File: src/rtl/pio_strobe_seq.sv
module pio_strobe_seq #(
  parameter int CW = 3
) (
  input  logic       clk,
  input  logic       rst_n,
  input  logic       req_valid,
  input  logic       req_drive,
  input  logic       req_write,
  input  logic [3:0] tim_drv0,
  input  logic [3:0] tim_drv1,
  input  logic [1:0] sdma_en,
  input  logic       iordy,
  output logic       rd_n,
  output logic       wr_n,
  output logic       busy,
  output logic       done,
  output logic       reject
);

  typedef enum logic [1:0] {S_IDLE, S_STRB, S_RECV} st_t;

  st_t          st;
  logic [CW-1:0] cnt;
  logic [1:0]   rec_q;
  logic         wr_q;

  wire [3:0] tsel     = req_drive ? tim_drv1 : tim_drv0;
  wire       refused  = sdma_en[req_drive];
  wire       strb_on  = (st == S_STRB);
  wire       at_samp  = strb_on && (cnt == '0);

  // sample clocks = 5 - code, loaded as (clocks - 1)
  wire [CW-1:0] samp_load = CW'(3'd4 - {1'b0, tsel[3:2]});
  // recovery clocks = 4 - code, loaded as (clocks - 2) when code != 11
  wire [CW-1:0] rec_load  = CW'(3'd2 - {1'b0, rec_q});

  always_ff @(posedge clk) begin
    if (!rst_n) begin
      st     <= S_IDLE;
      cnt    <= '0;
      rec_q  <= 2'b00;
      wr_q   <= 1'b0;
      done   <= 1'b0;
      reject <= 1'b0;
    end else begin
      done   <= 1'b0;
      reject <= 1'b0;
      case (st)
        S_IDLE: begin
          if (req_valid) begin
            if (refused) begin
              reject <= 1'b1;
            end else begin
              st    <= S_STRB;
              cnt   <= samp_load;
              rec_q <= tsel[1:0];
              wr_q  <= req_write;
            end
          end
        end
        S_STRB: begin
          if (cnt != '0) begin
            cnt <= cnt - 1'b1;
          end else if (iordy) begin
            done <= 1'b1;
            if (rec_q == 2'b11) begin
              st <= S_IDLE;
            end else begin
              st  <= S_RECV;
              cnt <= rec_load;
            end
          end
        end
        S_RECV: begin
          if (cnt == '0) st <= S_IDLE;
          else           cnt <= cnt - 1'b1;
        end
        default: st <= S_IDLE;
      endcase
    end
  end

  assign busy = (st != S_IDLE);
  assign rd_n = !(strb_on && !wr_q);
  assign wr_n = !(strb_on &&  wr_q);

  p_one_strobe_r6: assert property (@(posedge clk) disable iff (!rst_n)
    !(!rd_n && !wr_n));

  p_hold_low_r4: assert property (@(posedge clk) disable iff (!rst_n)
    (at_samp && !iordy) |=> (!rd_n || !wr_n));

  p_min_width_r2: assert property (@(posedge clk) disable iff (!rst_n)
    $fell(rd_n && wr_n) |=> !(rd_n && wr_n));

  p_done_release_r7: assert property (@(posedge clk) disable iff (!rst_n)
    done |-> (rd_n && wr_n && $past(!rd_n || !wr_n)));

  p_done_single_r7: assert property (@(posedge clk) disable iff (!rst_n)
    done |=> !done);

  p_reject_quiet_r9: assert property (@(posedge clk) disable iff (!rst_n)
    reject |-> (!busy && rd_n && wr_n));

endmodule

File: config.mk
export PLATFORM = sky130hd
export DESIGN_NAME = pio_strobe_seq
export DESIGN_NICKNAME = d
export VERILOG_FILES = /design/src/rtl/pio_strobe_seq.sv
export SDC_FILE = /design/constraint.sdc
export NUM_CORES = 1
export LEC_CHECK = 0
export ABC_CLOCK_PERIOD_IN_PS = 2100
export BUFFER_PORTS_ARGS = -buffer_cell sky130_fd_sc_hd__buf_2
export CAP_MARGIN = 40
export CORE_MARGIN = 2
export CORE_UTILIZATION = 40
export DETAILED_ROUTE_END_ITERATION = 12
export HOLD_SLACK_MARGIN = 0.12
export SYNTH_ARGS = -nofsm -noshare
export SYNTH_HDL_FRONTEND = slang
export SYNTH_SLANG_ARGS = --single-unit
export TNS_END_PERCENT = 30
File: constraint.sdc
create_clock -name clk -period 2.1 [get_ports clk]
set_clock_uncertainty 0.15 [all_clocks]
set_input_delay 0.42 -clock clk [delete_from_list [all_inputs] [get_ports clk]]
set_output_delay 0.42 -clock clk [all_outputs]
set_load 0.02 [all_outputs]
Word level (Yosys, flattened, before mapping)
Cells that the tools add are included.
{"block": "op_classes", "add_sub_neg": 3, "multipliers": 0, "div_mod_pow": 0, "order_cmp": 1, "n_eq_ne": 11, "shift": 0, "n_mux": 19, "n_bitwise": 3, "reduce_logical": 15}
{"operator": "$mux W3", "n": 6}
{"operator": "$mux W2", "n": 6}
{"operator": "$ne A2 B2 Y1 const B", "n": 6}
{"operator": "$pmux W3 S3", "n": 1}
{"operator": "$pmux W2 S3", "n": 1}
{"operator": "$reduce_and A3 Y1", "n": 2}
{"operator": "$reduce_and A6 Y1", "n": 1}
{"operator": "$reduce_bool A3 Y1", "n": 2}
{"operator": "$reduce_and A5 Y1", "n": 1}
{"operator": "$eq A2 B2 Y1 const B", "n": 2}
{"operator": "$mux W1", "n": 4}
{"operator": "$mux W4", "n": 1}
{"operator": "$logic_not A1 Y1", "n": 3}
{"operator": "$logic_not A3 Y1", "n": 1}
{"operator": "$ne A3 B2 Y1 const B", "n": 1}
{"operator": "$ne A3 B3 Y1 const B", "n": 1}
{"operator": "$not A1 Y1", "n": 3}
{"operator": "$reduce_or A3 Y1", "n": 1}
{"operator": "$sub A2 B2 Y3 const A", "n": 1}
{"operator": "$sub A3 B1 Y3 const B", "n": 1}
{"operator": "$sub A3 B2 Y3 const A", "n": 1}
{"operator": "$eq A2 B1 Y1 const B", "n": 1}
{"operator": "$logic_and A1 B1 Y1", "n": 2}
{"operator": "$logic_not A2 Y1", "n": 1}
{"operator": "other kinds (2)", "n": 2}
{"block": "totals", "ff_bits": 10, "latchBits": 0, "ramBits": 0, "mem_bits_ro": 0, "inputBits": 16, "out_inout_bits": 5, "word_cells": 58, "memories": 0}

Logic depth before layout (Yosys ltp)
Gate-level depths: netlist of the first run.
{"block": "logic_depth", "depth_word": 5, "mapped_depth": 6}

Least setup slack after synthesis of the first run
Ideal clock, no wire load.
{"block": "synth_path", "path_type": "register -> register", "start": "reg st[1]", "end": "reg st[0]", "arrival_ns": 1.307, "required_ns": 1.831, "path_slack_ns": 0.524, "path_stages_with_launch": 7, "period_less_slack_ns": 1.576, "path_cell_list": "dfxtp_1 inv_1 ha_1 nor2b_1 a2bb2oi_1 nor2_1 o221a_2"}
{"block": "synth_via", "elab_chain_cells": 3}
{"element": "start, declared", "line_no": "22", "source": "st_t st;"}
{"element": "start signal, assigned", "line_no": "39", "source": "st <= S_IDLE;"}
{"element": "start signal, assigned", "line_no": "54", "source": "st <= S_STRB;"}
{"element": "start signal, assigned", "line_no": "67", "source": "st <= S_IDLE;"}
{"element": "$eq A2 B2 Y1 (tied with other cells)", "line_no": "48", "source": "case (st)"}
{"element": "$ne A2 B2 Y1 (no line)"}
{"element": "$reduce_and A5 Y1 (no line)"}
Several ways; a longest one is shown, not always the timed one.
A chain may end at the register's enable or synchronous reset.

Worst setup path after layout of the first run
{"block": "layout_path", "start": "reg st[1]", "end": "out rd_n"}
{"block": "layout_via", "elab_chain_cells": 3}
{"element": "$eq A2 B1 Y1", "line_no": "29", "source": "wire strb_on = (st == S_STRB);"}
{"element": "$logic_and A1 B1 Y1", "line_no": "84", "source": "assign rd_n = !(strb_on && !wr_q);"}
{"element": "$logic_not A1 Y1", "line_no": "84"}
{"element": "end, declared", "line_no": "13", "source": "output logic rd_n,"}
No other way between the ends.

==> qor.yml, run 1 <==
status:
  status: "complete, no violations"
global_routing:
  antenna_found_initial: 0
  grt_pass1_vias: 689
  grt_pass1_wl_mm: 2.73
  gr-total-overflow: 0
  grt_max_degree: 15
  track_usage: 0.174
cells_and_area:
  layout_common_cells: "buf_2 (20), dfxtp_1 (10), ha_1 (9)"
  antennaDiodeCount: 0
  layout-area-overhead-vs-synth_pct: 19.7
  layout_commonest_cell: "buf_2"
  drive_above_1_share: 0.308
  fin_nets: 133
  nFillCells: 196
synthesis:
  ys_seq_elements: 10
  synth_area_per_cell_sq_um: 9.10
  synth.distinct_cells: 29
  yosysSeqAreaShare: 0.259
  synth_fp_nets: 110
  syn_inst: 85
  synthesis.area_sq_um: 773
  ys_warn_count: 0
floorplanning:
  die_h_microns: 48.0
  initial_core_util: 0.438
  fp.dieW_microns: 48.0
  rows: 15
  ios: 21
  coreArea_sq_um: 1760
  die-area_sq_um: 2300
worst_setup_path:
  cp-start-kind: "flop"
  max_stage_delay_ps: 380
  path_cells: "inv_1 -> ha_1 -> nand2b_1 -> buf_2"
  critPathKind: "flop to output pin"
  critPathArrivalTime_ps: 1250
  required_ps: 1530
  cpMaxStageDelayCell: "dfxtp_1"
  worstPathMaxFanout: 8
  cp-end-kind: "output pin"
job:
  max_cap_viol_count: 0
drt:
  detailroute.via_count: 675
  avgViaCountPerCell: 5.11
  drc: 0
  avgRoutedWirePerCell_microns: 12.0
  drt-total-wl_mm: 1.58
  first_pass_iters: 4
  drtIter0Drc: 20
  postRouteAntennaNets: 0
hold_path:
  min_path_type: "primary input to flop"
clock_tree:
  clock_latency_ps: 260
  worst_setup_hold_path_clk_slew_ps: 70
  cts_buffers: 3
  post_cts_resized: 0
  cts_hold_buf: 0
  ctsRootBufferMaster: "clkbuf_4"
  post_cts_buffers: 0
  cts_buffer_depth: 2
  cts-htree-levels: 1
  cts_tree: "built"
  cts.sinks: 10
timing:
  drv_slew: 0
  clock.fmax_mhz: 550
  setup_viol: 0
  max-slew-margin-rel: 0.796
  holdWs_ps: 262
  period_needed_ps: 1820
  setup-tns-final_ps: 0
  rsz0062_at_grt: "no"
  final_hold_viol_count: 0
  worst_pin_slew_ps: 306
  period_share: 0.866
place:
  numPortBuffers: 20
  dp_hpwl_mm: 1.30
  gp_congestion: 0.846
power:
  ir_drop_v: 0.000368
  p_per_area_nw_per_um2: 683
  leakage_nw: 0.432
## layer usage
metal,track usage,part of all wire,vias up
met5,0,0,-
met4,0.103,0.035,0
met3,0.0415,0.049,6
met2,0.277,0.44,22
met1,0.210,0.47,304
li1,-,-,343
## flip-flops by register name (all words and copies together), names as in the netlist
signal and count:
cnt 3, rec_q 2, st 2, done 1
reject 1, wr_q 1
## critical path, delay by kind of cell (launching register included)
kind | cells | cell delay [ps]
adder cells (fa/ha/maj) | 1 | 270
buffers and inverters | 2 | 230
flip-flops | 1 | 380
AND/OR/NAND/NOR | 1 | 100
## cell usage after synthesis
cell / n / area share
nand3_1: 4 / 0.026
a2bb2oi_1: 1 / 0.011
nand3b_1: 1 / 0.0097
a21oi_1: 3 / 0.019
o41ai_2: 1 / 0.021
o221a_2: 1 / 0.015
nor2_2: 1 / 0.0081
mux2i_1: 8 / 0.10
a31oi_2: 1 / 0.016
nor3b_1: 1 / 0.0097
o21ai_0: 4 / 0.026
a211oi_4: 1 / 0.026
nand2b_2: 1 / 0.011
and3b_1: 1 / 0.011
nand2_1: 6 / 0.029
mux2_2: 2 / 0.029
dfxtp_1: 10 / 0.26
ha_1: 9 / 0.15
nand2b_1: 3 / 0.024
mux2i_4: 1 / 0.029
o211ai_1: 1 / 0.0097
nor2b_1: 4 / 0.032
a211oi_1: 2 / 0.019
clkbuf_1: 1 / 0.0048
a21o_1: 1 / 0.0097
o221ai_1: 1 / 0.011
buf_6: 1 / 0.015
inv_1: 8 / 0.039
nor2_1: 6 / 0.029
## worst paths after layout
kind	start	endpoint	slack, ps	cells past startpoint
worst max-delay path	st[1]	rd_n	280	4
worst min-delay path	req_write	wr_q	260	3
worst min register to register	cnt[1]	cnt[1]	320	2
worst max register to register	st[1]	st[0]	380	6
## layout make-up
cell class / instances / area, sq um / area share
Clock buffer: 4 / 36.3 / 0.0392
Inverter: 8 / 30.0 / 0.0324
Multi-Input combinational cell: 65 / 528 / 0.570
Sequential cell: 10 / 200 / 0.216
Tap cell: 25 / 31.3 / 0.0338
Timing Repair Buffer: 20 / 100 / 0.108
## stage by stage
stage	util	std cells	setup WS [ps]	power, mW	area [sq um]
after floorplan	-	85	524	0.403	773
after global placement	0.504	128	383	0.457	890
after detailed placement	0.504	128	363	0.461	890
after CTS	0.525	132	261	0.638	926
after global routing	0.525	132	156	0.679	926
final	0.525	132	281	0.632	926
## report_power, final
part | switching, mW | total, mW | internal [mW] | leakage (nW)
Sequential | 0.0149 | 0.223 | 0.208 | 0.0817
Clock | 0.0710 | 0.176 | 0.105 | 0.0210
Combinational | 0.130 | 0.233 | 0.103 | 0.329
Total | 0.215 | 0.632 | 0.417 | 0.432
## cell families after synthesis
family | share of synthesized area
buffers and inverters | 0.0582
AOI/OAI and AO/OA | 0.184
DFF | 0.259
muxes | 0.162
adders and majority gates | 0.146
and+or+nand+nor | 0.191
Note: power is estimated with default switching activity, not from simulation.
==> inputs of run 2 (changes only) <==
BUFFER_PORTS_ARGS = default   (was -buffer_cell sky130_fd_sc_hd__buf_2)
DONT_BUFFER_PORTS = 1   (was default)
==> run 2 against run 1 <==
Effect of this change:
- count of clock-buffer cells in the layout unchanged
- critical endpoint unchanged
- design area down 11%
- sequential power about the same
- first-iteration DRC count decreased by 80%
- die area is the same
- largest cell class unchanged
==> qor.yml, run 2 (synthesis results as in run 1) <==
timing:
  setup_viol: 0  # unchanged
  setup-tns-final_ps: 0  # unchanged
  clock.fmax_mhz: 559  # +1.6%
  period_needed_ps: 1790  # -28.6 ps
  holdWs_ps: 127  # -136 ps
  period_share: 0.852  # -0.0136
  final_hold_viol_count: 0  # unchanged
  rsz0062_at_grt: "no"
  worst_slack_ps: 310  # +28.6 ps
  max-slew-margin-rel: 0.826  # +0.0307
  worst_pin_slew_ps: 260  # -45.1 ps
  drv_slew: 0  # unchanged
cells_and_area:
  fin_cells: 112  # -15%
  multi_input_area_sq_um: 528  # unchanged
  layout-area-overhead-vs-synth_pct: 6.80
  antennaDiodeCount: 0  # unchanged
  nFillCells: 197  # +0.51%
  top_regs: "cnt x3, rec_q x2, st x2"
  layout_commonest_cell: "dfxtp_1"
  final_util: 0.468  # -0.0567
  final_area_sq_um: 826  # -11%
  largest_reg_flops: 3  # unchanged
  layout_common_cells: "dfxtp_1 (10), ha_1 (9), inv_1 (8), mux2i_1 (8)"
  fin_nets: 113  # -15%
  layout.area.seq_sq_um: 200  # unchanged
  top_register: "cnt"
  drive_above_1_share: 0.149  # -0.159
worst_setup_path:
  required_ps: 1530  # about the same
  max_stage_delay_ps: 370  # about the same
  path_delay_family: "flip-flops"
  critPathArrivalTime_ps: 1220  # -30 ps
  cpMaxStageDelayCell: "dfxtp_1"
  cp-start-kind: "flop"
  critPathKind: "flop to output pin"
  critPathBufInv: 1  # -1
  cp-end-kind: "output pin"
  worstPathMaxFanout: 8  # unchanged
  path_cells: "inv_1 -> ha_1 -> nand2b_1"
clock_tree:
  cts_buffers: 3  # unchanged
  cts_tree: "built"
  ctsRootBufferMaster: "clkbuf_4"
  clock_latency_ps: 270  # about the same
  cts.sinks: 10  # unchanged
  cts_hold_buf: 0  # unchanged
  worst_setup_hold_path_clk_slew_ps: 70  # about the same
  post_cts_buffers: 0  # unchanged
  post_cts_resized: 0  # unchanged
  cts-htree-levels: 1  # unchanged
  cts_buffer_depth: 2  # unchanged
place:
  dp_hpwl_mm: 1.20  # -8.1%
  placed_area_sq_um: 790  # -11%
  placed_cells: 108  # -16%
  gp_congestion: 0.769  # -9.1%
  dp_slack_ps: 387  # +24.1 ps
  numPortBuffers: 0  # -100%
global_routing:
  grt_use_met2: 0.248  # -0.0293
  grt_util_met3: 0.0642  # +0.0226
  gr-total-overflow: 0  # unchanged
  grt_max_degree: 15  # unchanged
  grt_pass1_wl_mm: 2.36  # -13%
  met1_usage: 0.182  # -0.0279
  antenna_found_initial: 0  # unchanged
  track_usage: 0.153  # -0.0209
  top_usage_layer: "met2"
  grt_pass1_vias: 557  # -19%
drt:
  first_pass_iters: 4  # unchanged
  drtIter0Drc: 4  # -80%
  avgViaCountPerCell: 5.35  # +4.6%
  postRouteAntennaNets: 0  # unchanged
  drt-total-wl_mm: 1.46  # -7.9%
  drc: 0  # unchanged
  avgRoutedWirePerCell_microns: 13.0  # +8.5%
  detailroute.via_count: 599  # -11%
floorplanning:
  die_h_microns: 48.0  # unchanged
  die-area_sq_um: 2300  # unchanged
  coreArea_sq_um: 1760  # unchanged
  rows: 15  # unchanged
  initial_core_util: 0.438  # unchanged
  ios: 21  # unchanged
  fp.dieW_microns: 48.0  # unchanged
hold_path:
  min_path_type: "primary input to flop"
power:
  power.total_uw: 604  # -4.5%
  p_per_area_nw_per_um2: 731  # +7.1%
  leakage_nw: 0.352  # -18%
  ir_drop_v: 0.000448  # +22%
job:
  max_cap_viol_count: 0  # unchanged
status:
  status: "complete, no violations"
==> run 2: power by group <==
part	total, mW	internal (mW)	switching, mW
logic	0.200	0.0890	0.111
clock network	0.177	0.106	0.0718
registers	0.226	0.208	0.0181
==> run 2: layout make-up <==
cell class,count,share of cell area
Multi-Input combinational cell,65,0.639
Tap cell,25,0.0379
Sequential cell,10,0.242
Inverter,8,0.0364
Clock buffer,4,0.0439
==> run 2: path summary, 6_finish.rpt <==
check / startpoint / to / slack [ps] / cells after the start
max: st[1] / rd_n / 310 / 3
min: rst_n / rec_q[0] / 130 / 1
max reg2reg: st[0] / st[0] / 380 / 5
min reg2reg: cnt[1] / cnt[1] / 320 / 2
==> run 2: per-layer routing <==
layer	routed length [microns]	part of all wire
met5	0	0
met4	19	0.013
met3	143	0.098
met2	651	0.45
met1	640	0.44
